### src/rtl/bm_chan_regs.sv
module bm_chan_regs #(
  parameter int ADDR_W = 3
) (
  input  logic              clk,
  input  logic              rst_n,
  input  logic              acc_valid,
  input  logic              acc_write,
  input  logic [ADDR_W-1:0] acc_addr,
  input  logic [1:0]        acc_size,
  input  logic [31:0]       acc_wdata,
  output logic [31:0]       rd_data,
  output logic              dma_start,
  output logic [31:0]       dma_start_ptr,
  output logic              dma_abort,
  input  logic              dma_done,
  input  logic              irq_en,
  output logic              irq,
  output logic              err_flag
);
  localparam int WIN = 8;
  localparam logic [7:0] STS_RST = 8'h60;
  localparam int IW = ADDR_W + 3;

  logic [7:0]  cmd_q, sts_q, cmd_d, sts_d;
  logic [31:0] ptr_q, ptr_d, rd_d;

  wire wr       = acc_valid & acc_write;
  wire size_bad = acc_size == 2'd3;
  wire wr_cmd   = wr && acc_addr == ADDR_W'(0) && acc_size == 2'd0;
  wire wr_sts   = wr && acc_addr == ADDR_W'(2) && acc_size == 2'd0;
  wire wr_ptr   = wr && acc_addr == ADDR_W'(4) && acc_size == 2'd2;
  wire illegal  = acc_valid && (size_bad || (acc_write && !(wr_cmd || wr_sts || wr_ptr)));
  wire start_ev = wr_cmd && !cmd_q[0] &&  acc_wdata[0] && !dma_done;
  wire stop_ev  = wr_cmd &&  cmd_q[0] && !acc_wdata[0] && !dma_done;

  assign irq = sts_q[2] & irq_en;

  always_comb begin
    cmd_d = cmd_q;
    sts_d = sts_q;
    ptr_d = ptr_q;
    if (wr_cmd) begin
      cmd_d = acc_wdata[7:0];
      if (cmd_q[0]) cmd_d[3] = cmd_q[3];
      if (cmd_q[0] != acc_wdata[0]) sts_d[0] = acc_wdata[0];
    end
    if (wr_sts) begin
      sts_d[7:3] = acc_wdata[7:3];
      sts_d[2]   = sts_q[2] & ~acc_wdata[2];
      sts_d[1]   = sts_q[1] & ~acc_wdata[1];
    end
    if (wr_ptr) ptr_d = {acc_wdata[31:2], 2'b00};
    if (dma_done) begin
      cmd_d[0] = 1'b0;
      sts_d[0] = 1'b0;
      sts_d[2] = 1'b1;
    end
  end

  function automatic logic [7:0] win_byte(input logic [IW-1:0] idx,
                                          input logic [7:0] c, input logic [7:0] s,
                                          input logic [31:0] p);
    case (idx)
      IW'(0):  return c;
      IW'(2):  return s;
      IW'(4):  return p[7:0];
      IW'(5):  return p[15:8];
      IW'(6):  return p[23:16];
      IW'(7):  return p[31:24];
      default: return 8'h00;
    endcase
  endfunction

  always_comb begin
    rd_d = '0;
    for (int k = 0; k < 4; k++) begin
      if (k < (1 << acc_size) && (IW'(acc_addr) + IW'(k)) < IW'(WIN))
        rd_d[8*k +: 8] = win_byte(IW'(acc_addr) + IW'(k), cmd_q, sts_q, ptr_q);
    end
  end

  always_ff @(posedge clk) begin
    if (!rst_n) begin
      cmd_q         <= '0;
      sts_q         <= STS_RST;
      ptr_q         <= '0;
      rd_data       <= '0;
      dma_start     <= 1'b0;
      dma_abort     <= 1'b0;
      dma_start_ptr <= '0;
      err_flag      <= 1'b0;
    end else begin
      dma_start <= start_ev;
      dma_abort <= stop_ev;
      if (start_ev) dma_start_ptr <= ptr_q;
      if (illegal) err_flag <= 1'b1;
      if (acc_valid && !acc_write) rd_data <= size_bad ? '0 : rd_d;
      if (!illegal) begin
        cmd_q <= cmd_d;
        sts_q <= sts_d;
        ptr_q <= ptr_d;
      end else if (dma_done) begin
        cmd_q[0] <= 1'b0;
        sts_q[0] <= 1'b0;
        sts_q[2] <= 1'b1;
      end
    end
  end
endmodule

### config.mk
export PLATFORM = sky130hd
export DESIGN_NAME = bm_chan_regs
export DESIGN_NICKNAME = d
export VERILOG_FILES = /design/src/rtl/bm_chan_regs.sv
export SDC_FILE = /design/constraint.sdc
export NUM_CORES = 1
export LEC_CHECK = 0
export BUFFER_PORTS_ARGS = -buffer_cell sky130_fd_sc_hd__buf_4
export CORE_UTILIZATION = 45
export DETAILED_ROUTE_END_ITERATION = 10
export PLACE_DENSITY = 0.67
export SYNTH_ARGS = -nofsm -noshare
export SYNTH_HDL_FRONTEND = slang
export SYNTH_SLANG_ARGS = --single-unit
### constraint.sdc
create_clock -name clk -period 2.3 [get_ports clk]
set_input_delay 0.23 -clock clk [delete_from_list [all_inputs] [get_ports clk]]
set_output_delay 0.23 -clock clk [all_outputs]
set_load 0.005 [all_outputs]
# Word level (Yosys, flattened, before mapping)
# Cells that the tools add are included.
# word_totals
regBits,111
inputBits,43
output_inout_bits,68
wordCells,120
# op_classes
add_sub_neg,3
n_lt_le_gt_ge,8
eq_ne,24
shifts,1
mux,21
bitwise_logic,8
reduce_logical,43
# ops
cell,n
$pmux W8 S6,4
$lt A3 B32 Y1 const A,2
$eq A4 B3 Y1 const B,12
$lt A1 B32 Y1 const A,1
$lt A2 B32 Y1 const A,1
$mux W32,1
$mux W8,4
$shl A1 B2 Y32 const A,1
$logic_not A6 Y1,4
$logic_and A1 B1 Y1,19
$lt A6 B4 Y1 const B,3
$eq A3 B3 Y1 const B,4
$eq A4 B2 Y1 const B,3
$mux W1,11
$reduce_and A2 Y1,5
$add A3 B2 Y4 const B,2
$reduce_and A3 Y1,2
$reduce_bool A2 Y1,3
$logic_not A1 Y1,5
$add A3 B1 Y4 const B,1
$and A1 B1 Y1,4
$eq A2 B2 Y1 const B,2
$lt A3 B4 Y1 const B,1
$not A1 Y1,4
7 further kinds,9

# Logic depth before layout (Yosys ltp)
# Gate-level depths: netlist (run 1).
# logic_depth
depth_word,11
ltp_mapped,10
mapped_depth_nobuf,7

# Worst setup path after synthesis (run 1)
# Ideal clock, no wire load.
# synth_timing
path_type,input port to flip-flop
startpoint,input port acc_addr[0]
endpoint,register rd_data[11]
setup_ps,122
arrival_ps,1847
required_ps,2178
slack_ps,331
cell_stages,9
path_buffers,2
path_cell_list,buf_4 inv_2 nor2_1 ha_1 buf_2 nor2b_1 and3_1 a311o_1 a221o_1
# synth_via
elab_chain_cells,5
word_cells_on_any_way,12
cone_classes,1 x add/sub; 1 x order compare; 5 x eq/ne; 3 x mux; 2 x reduce/logical
# synth_lines
element,line,text
"start, declared",8,"input logic [ADDR_W-1:0] acc_addr,"
$add A3 B1 Y4 *,"77, 78",
$lt A6 B4 Y1 (tied with other cells),77,if (k < (1 << acc_size) && (IW'(acc_addr) + IW'(k)) < IW'(WIN))
$logic_and A1 B1 Y1 or $pmux W8 S6 (tied branches),"77, 63",
$mux W8 *,77,
$mux W32 *,97,if (acc_valid && !acc_write) rd_data <= size_bad ? '0 : rd_d;
"end signal, assigned",97,
"end, declared",11,"output logic [31:0] rd_data,"
# Every way passes the cells marked *; elsewhere a longest branch is shown, timed or not.
# A chain may end at the register's enable or synchronous reset.

# Final worst setup path (run 1)
# layout_timing
startpoint,input port acc_addr[2]
endpoint,register rd_data[24]
# layout_via
elab_chain_cells,5
word_cells_on_any_way,12
cone_classes,1 x add/sub; 1 x order compare; 5 x eq/ne; 3 x mux; 2 x reduce/logical
# layout_lines
element,line
$add A3 B2 Y4 *,"77, 78"
$lt A6 B4 Y1 (tied with other cells),77
$logic_and A1 B1 Y1 or $pmux W8 S6 (tied branches),"77, 63"
$mux W8 *,77
$mux W32 *,97
# Marks and branches as above.

==> metrics.cfg, run 1 <==
[final_layout]
drive_gt1_frac=0.2351
final_util=0.5668
nets=784
multi_input_area_um2=3302
finalInstanceArea_um2=7153
fillers=1179
register_area_um2=2222
syn_to_final_growth_pct=22.71
diodes=0

[cts]
cts_root_buffer=clkbuf_16
cts_buffer_depth=2
ctsResizeCount=0
cts_hold_buf=0
cts_tree=built
cts.sinks=111
h-tree-depth=3
clk-insertion-delay-late_ns=0.37
cts_made_buffers=9
clk_pin_slew_ns=0.08
cts_setup_buffers=0

[synthesis]
synth_edf_count=0
synth.avg_cell_area_um2=9.123
yosysTopAreaCell=dfxtp_1
synthTopCellsByArea=dfxtp_1, mux2i_1, nand2_1
syn_area_um2=5829
ys_seq_area_frac=0.3812
synth_top_area_frac=0.3812
synthCells=639
ys_seq_elements=111
ys_async_sr_fraction=0
synth_ff_type=dfxtp_1
yosys_warnings=0
ys_types=66

[timing]
tightest_slew_ns=0.7892
fin_worst_skew_ns=0.007937
slew_headroom=0.4695
holdWs_ns=0.04466
rsz0062_at_grt=false
max_freq_mhz=590.1
min_period_over_period=0.7368
setup_viol=0
hold_viol=0
fin_setup_tns_ns=0
period_minus_slack_ns=1.695
slew_viol_final=0

[route]
via_per_inst=6.035
dr.pass1.iters=5
dr_total_vias=5504
drc_errors=0
first_iter_violations=515
routed_wl_um=20270
drtAntennaViolNets=0
avgRoutedWirePerCell_um=22.22

[worst_setup_path]
path_cells=buf_4 -> buf_4 -> ha_1 -> nor4_2 -> a22o_1 -> o221a_1
cpMostUsedCell=buf_4
r2r_end=dma_start_ptr[10]$_SDFFE_PN0P_
critical-path-top-delay-family=simple AND/OR/NAND/NOR gates
crit_fanout=10
cp_slowest_stage_delay_ns=0.70
r2r_slack_ns=0.69
startpoint_type=input pin
path_buf_inv=2
crit-reg2reg-launch=cmd_q[0]$_SDFFE_PN0P_
endpoint_kind=register
cp_slowest_cell=nor4_2
crit_arrival_ns=2.00
required_ns=2.61
critical_path_class=in -> reg
reg2reg_depth=5

[hold_path]
holdPathStages=2
min_to=sts_q[1]$_SDFFE_PN0P_
hold_start=acc_wdata[1]
hold_path_class=in -> reg

[die]
die_width_um=115.8
io_pins=111
floorplan.initialDensity=0.4619
dieArea_um2=13410
fp.dieH_um=115.8
core_um2=12620
num_rows=41

[pwr]
leakage_nw=2.977
p_int_mw=2.890
power_frac_comb=0.097
seqPwrFrac=0.485
switching_share=0.2787
peakVddDrop_uv=463.1
power_density_nw_per_um2=560.1
p_sw_mw=1.116
power.clock.fraction=0.418

[global_route]
grt_pass1_vias=5105
antenna_found_initial=0
grt_pass1_wl_um=30670
grt_remaining_overflow=0
grt_max_degree=63
grt_usage=0.3124

[placed_design]
port_buffers=108
post_dp_cell_area_um2=6839
gp_congestion=0.9481
dpl.hpwl_um=14480

[run]
cap_violations=0

[outcome]
status=finished clean

worst max-delay path by stage:
stage,from,endpoint,cells past startpoint
2_1_floorplan,acc_addr[0],rd_data[11]$_SDFFE_PN0P_,9
3_3_place_gp,acc_addr[1],rd_data[12]$_SDFFE_PN0P_,8
3_5_place_dp,acc_addr[1],rd_data[12]$_SDFFE_PN0P_,8
4_1_cts,acc_addr[1],rd_data[12]$_SDFFE_PN0P_,8
5_1_grt,acc_addr[1],rd_data[12]$_SDFFE_PN0P_,8
6_report,acc_addr[2],rd_data[24]$_SDFFE_PN0P_,6
cell usage in the layout (no fill, tap or decap), drive strengths merged, types with 8 or more instances in the layout:
cell type  instances
a221o             10
o21ai             23
a22o              30
clkbuf             9
nor2               9
buf              139
nand3             16
mux2i             47
dfxtp            111
a32oi              8
mux2               8
o221a              8
a21boi            40
a21oi             12
nand2            100
a22oi             22
nor2b             42
and2              10
inv               11
registers in the layout, indices dropped and copies added, names as in the netlist:
register and cells:
ptr_q 30, err_flag 1, dma_start 1, rd_data 32
sts_q 8, dma_abort 1, dma_start_ptr 30, cmd_q 8
area by class of cell:
cell class | instances | area share
multi-input combinational | 469 | 0.4616
clock inverter | 7 | 0.01242
sequential | 111 | 0.3107
inverter | 5 | 0.002624
tap | 172 | 0.03009
clock buffer | 9 | 0.03149
timing repair buffer | 139 | 0.1511
power by group through the flow:
stage                     combinational [mW]  sequential (mW)  clock, mW
after floorplan                        0.230             1.98          0
after global placement                 0.381             1.99          0
after detailed placement               0.382             1.99          0
after CTS                              0.383             1.94       1.69
after global routing                   0.415             1.94       1.77
final                                  0.388             1.94       1.68
logic make-up after synthesis:
family,count (synthesis),synth area share
buffers and inverters,60,0.05430
other,1,0.0006433
adders and majority gates,6,0.01288
AOI/OAI and AO/OA,194,0.2593
DFF,111,0.3812
xor gates and xnor gates,1,0.001503
muxes,56,0.1000
and+or+nand+nor,210,0.1902
Yosys cell counts, drive strengths merged (8+ instances only):
cell	instances
o221a	8
a21oi	12
a22oi	22
nand2	100
clkbuf	21
a22o	30
mux2	8
dfxtp	111
nor2	9
and2	10
o21ai	23
a32oi	8
nand3	16
buf	34
mux2i	47
a21boi	40
nor2b	42
a221o	10
stage by stage:
| step | instances | total power [mW] | worst slack (ns) |
|---|---|---|---|
| 6_report | 912 | 4.006 | 0.6053 |
| 2_1_floorplan | 640 | 2.208 | 0.3309 |
| 4_1_cts | 912 | 4.015 | 0.6329 |
| 3_5_place_dp | 896 | 2.369 | 0.2445 |
| 5_1_grt | 912 | 4.125 | 0.5365 |
| 3_3_place_gp | 896 | 2.369 | 0.2472 |
metal layers:
| layer | track usage | share of wire | vias up |
|---|---|---|---|
| met1 | 0.4375 | 0.44 | 2614 |
| met3 | 0.05753 | 0.082 | 42 |
| met5 | 0 | 0 | - |
| met4 | 0.1060 | 0.023 | 0 |
| met2 | 0.4821 | 0.45 | 291 |
| li1 | - | - | 2557 |
Power figures use the tool's default switching activity.
==> run 2, diff against run 1 <==
Settings changed: PLACE_DENSITY 0.67 to 0.7.
Clock period 2.3 ns to 1.5 ns, I/O delays scaled along.
==> metrics.cfg, run 2 (synthesized netlist as in run 1, its figures left out) <==
[outcome]
status=finished clean

[route]
routed_wl_um=21910
drtAntennaViolNets=0
drc_errors=0
via_per_inst=5.933
avgRoutedWirePerCell_um=22.35
dr.pass1.iters=5
first_iter_violations=547
dr_total_vias=5814

[final_layout]
regMostFlops=rd_data
nets=852
reg_top3=rd_data (32), dma_start_ptr (30), ptr_q (30)
final_common_cell=buf_4
drive_gt1_frac=0.3069
largest_reg_flops=32
final_cell_mix=buf_4, dfxtp_1, nand2_1
diodes=0
fillers=1133
syn_to_final_growth_pct=33.16

[die]
core_um2=12620
dieArea_um2=13410
io_pins=111
num_rows=41
floorplan.initialDensity=0.4619
fp.dieH_um=115.8
die_width_um=115.8

[timing]
slew_headroom=0.6414
min_period_over_period=0.9919
setup_viol=0
hold_viol=0
period_minus_slack_ns=1.488
slew_viol_final=0
fin_setup_tns_ns=0
tightest_slew_ns=0.5360
max_freq_mhz=672.1
rsz0062_at_grt=true
fin_worst_skew_ns=0.005593

[worst_setup_path]
crit_fanout=8
critical_path_class=reg -> reg
startpoint_type=register
r2r_slack_ns=0.01
endpoint_kind=register
required_ns=1.76
crit_arrival_ns=1.75

[pwr]
finalPower_mw=6.313
power_density_nw_per_um2=813.2
leakage_nw=3.336
peakVddDrop_uv=570.3

[global_route]
grt_max_degree=57
grt_remaining_overflow=0
grt_pass1_wl_um=32790
grt_usage=0.3387
grt_pass1_vias=5557
antenna_found_initial=0

[placed_design]
gp_congestion=0.9799
dpl.hpwl_um=16340
port_buffers=108

[cts]
cts_root_buffer=clkbuf_16
h-tree-depth=3
cts.sinks=111
clk_pin_slew_ns=0.08
cts_buffer_depth=2
clk-insertion-delay-late_ns=0.36
cts_tree=built
cts_made_buffers=9

[hold_path]
hold_path_class=in -> reg

[run]
cap_violations=0

==> run 2: cell count changes in the layout (fill, tap and decap cells not counted), sizes merged <==
cell and change:
bufinv +1, clkinvlp +1, clkbuf +1, inv -4, buf +66, dlygate4sd3 +2, clkinv +1
==> run 2: repair_timing <==
item / CTS / global route
hold buffers: 2 / 0
setup buffers: 0 / 0
gates resized for setup: 3 / 2
setup endpoints to repair: 9 / 6
endpoints found under the hold margin: 2 / 0
==> run 2: routing by layer <==
metal  global-route usage  wire length (um)  share of wire
met5                    0                 0              0
met4               0.1880              1162          0.053
met3              0.08368              1780          0.081
met2               0.5325              9806           0.45
met1               0.4253              9158           0.42
==> run 2: worst paths after layout <==
kind,start,endpoint,cells after the start
worst max-delay path,cmd_q[0]$_SDFFE_PN0P_,rd_data[0]$_SDFFE_PN0P_,6
worst min-delay path,dma_done,sts_q[2]$_SDFFE_PN0P_,2
worst max register to register,cmd_q[0]$_SDFFE_PN0P_,rd_data[0]$_SDFFE_PN0P_,6
worst min register to register,rd_data[0]$_SDFFE_PN0P_,rd_data[0]$_SDFFE_PN0P_,2
==> run 2: area by class of cell <==
cell class,instances,area [um^2],share of cell area
Clock buffer,10,239.0,0.03079
Sequential cell,111,2222,0.2863
Tap cell,172,215.2,0.02772
Inverter,5,26.28,0.003385
Clock inverter,6,87.58,0.01128
Timing Repair Buffer,207,1622,0.2089
Multi-Input combinational cell,469,3351,0.4317
==> run 2: metrics by stage <==
stage,utilization,hold slack [ns],setup slack [ns],std cells,cell area [um^2]
5_1_grt,0.6151,0.02319,-0.01790,980,7762
4_1_cts,0.6141,0.008406,0.03257,980,7750
3_5_place_dp,0.5851,0.3549,-0.5157,962,7383
6_report,0.6151,0.01525,0.01213,980,7762
3_3_place_gp,0.5851,0.3506,-0.3990,962,7383
2_1_floorplan,-,0.2214,-0.2206,640,5916
==> run 2: where the power goes <==
group	internal (mW)	total, mW	switching, mW
combinational	0.332	0.717	0.384
sequential	2.95	2.97	0.0198
clock	1.38	2.62	1.24
total	4.67	6.31	1.64
==> run 2: worst max-delay path, cell delays in order (launching register included) <==
cell	delay (ns)
dfxtp_1	0.33
buf_4	0.20
mux2i_1	0.27
o21ai_1	0.09
a222oi_1	0.27
buf_4	0.18
o21ai_1	0.05
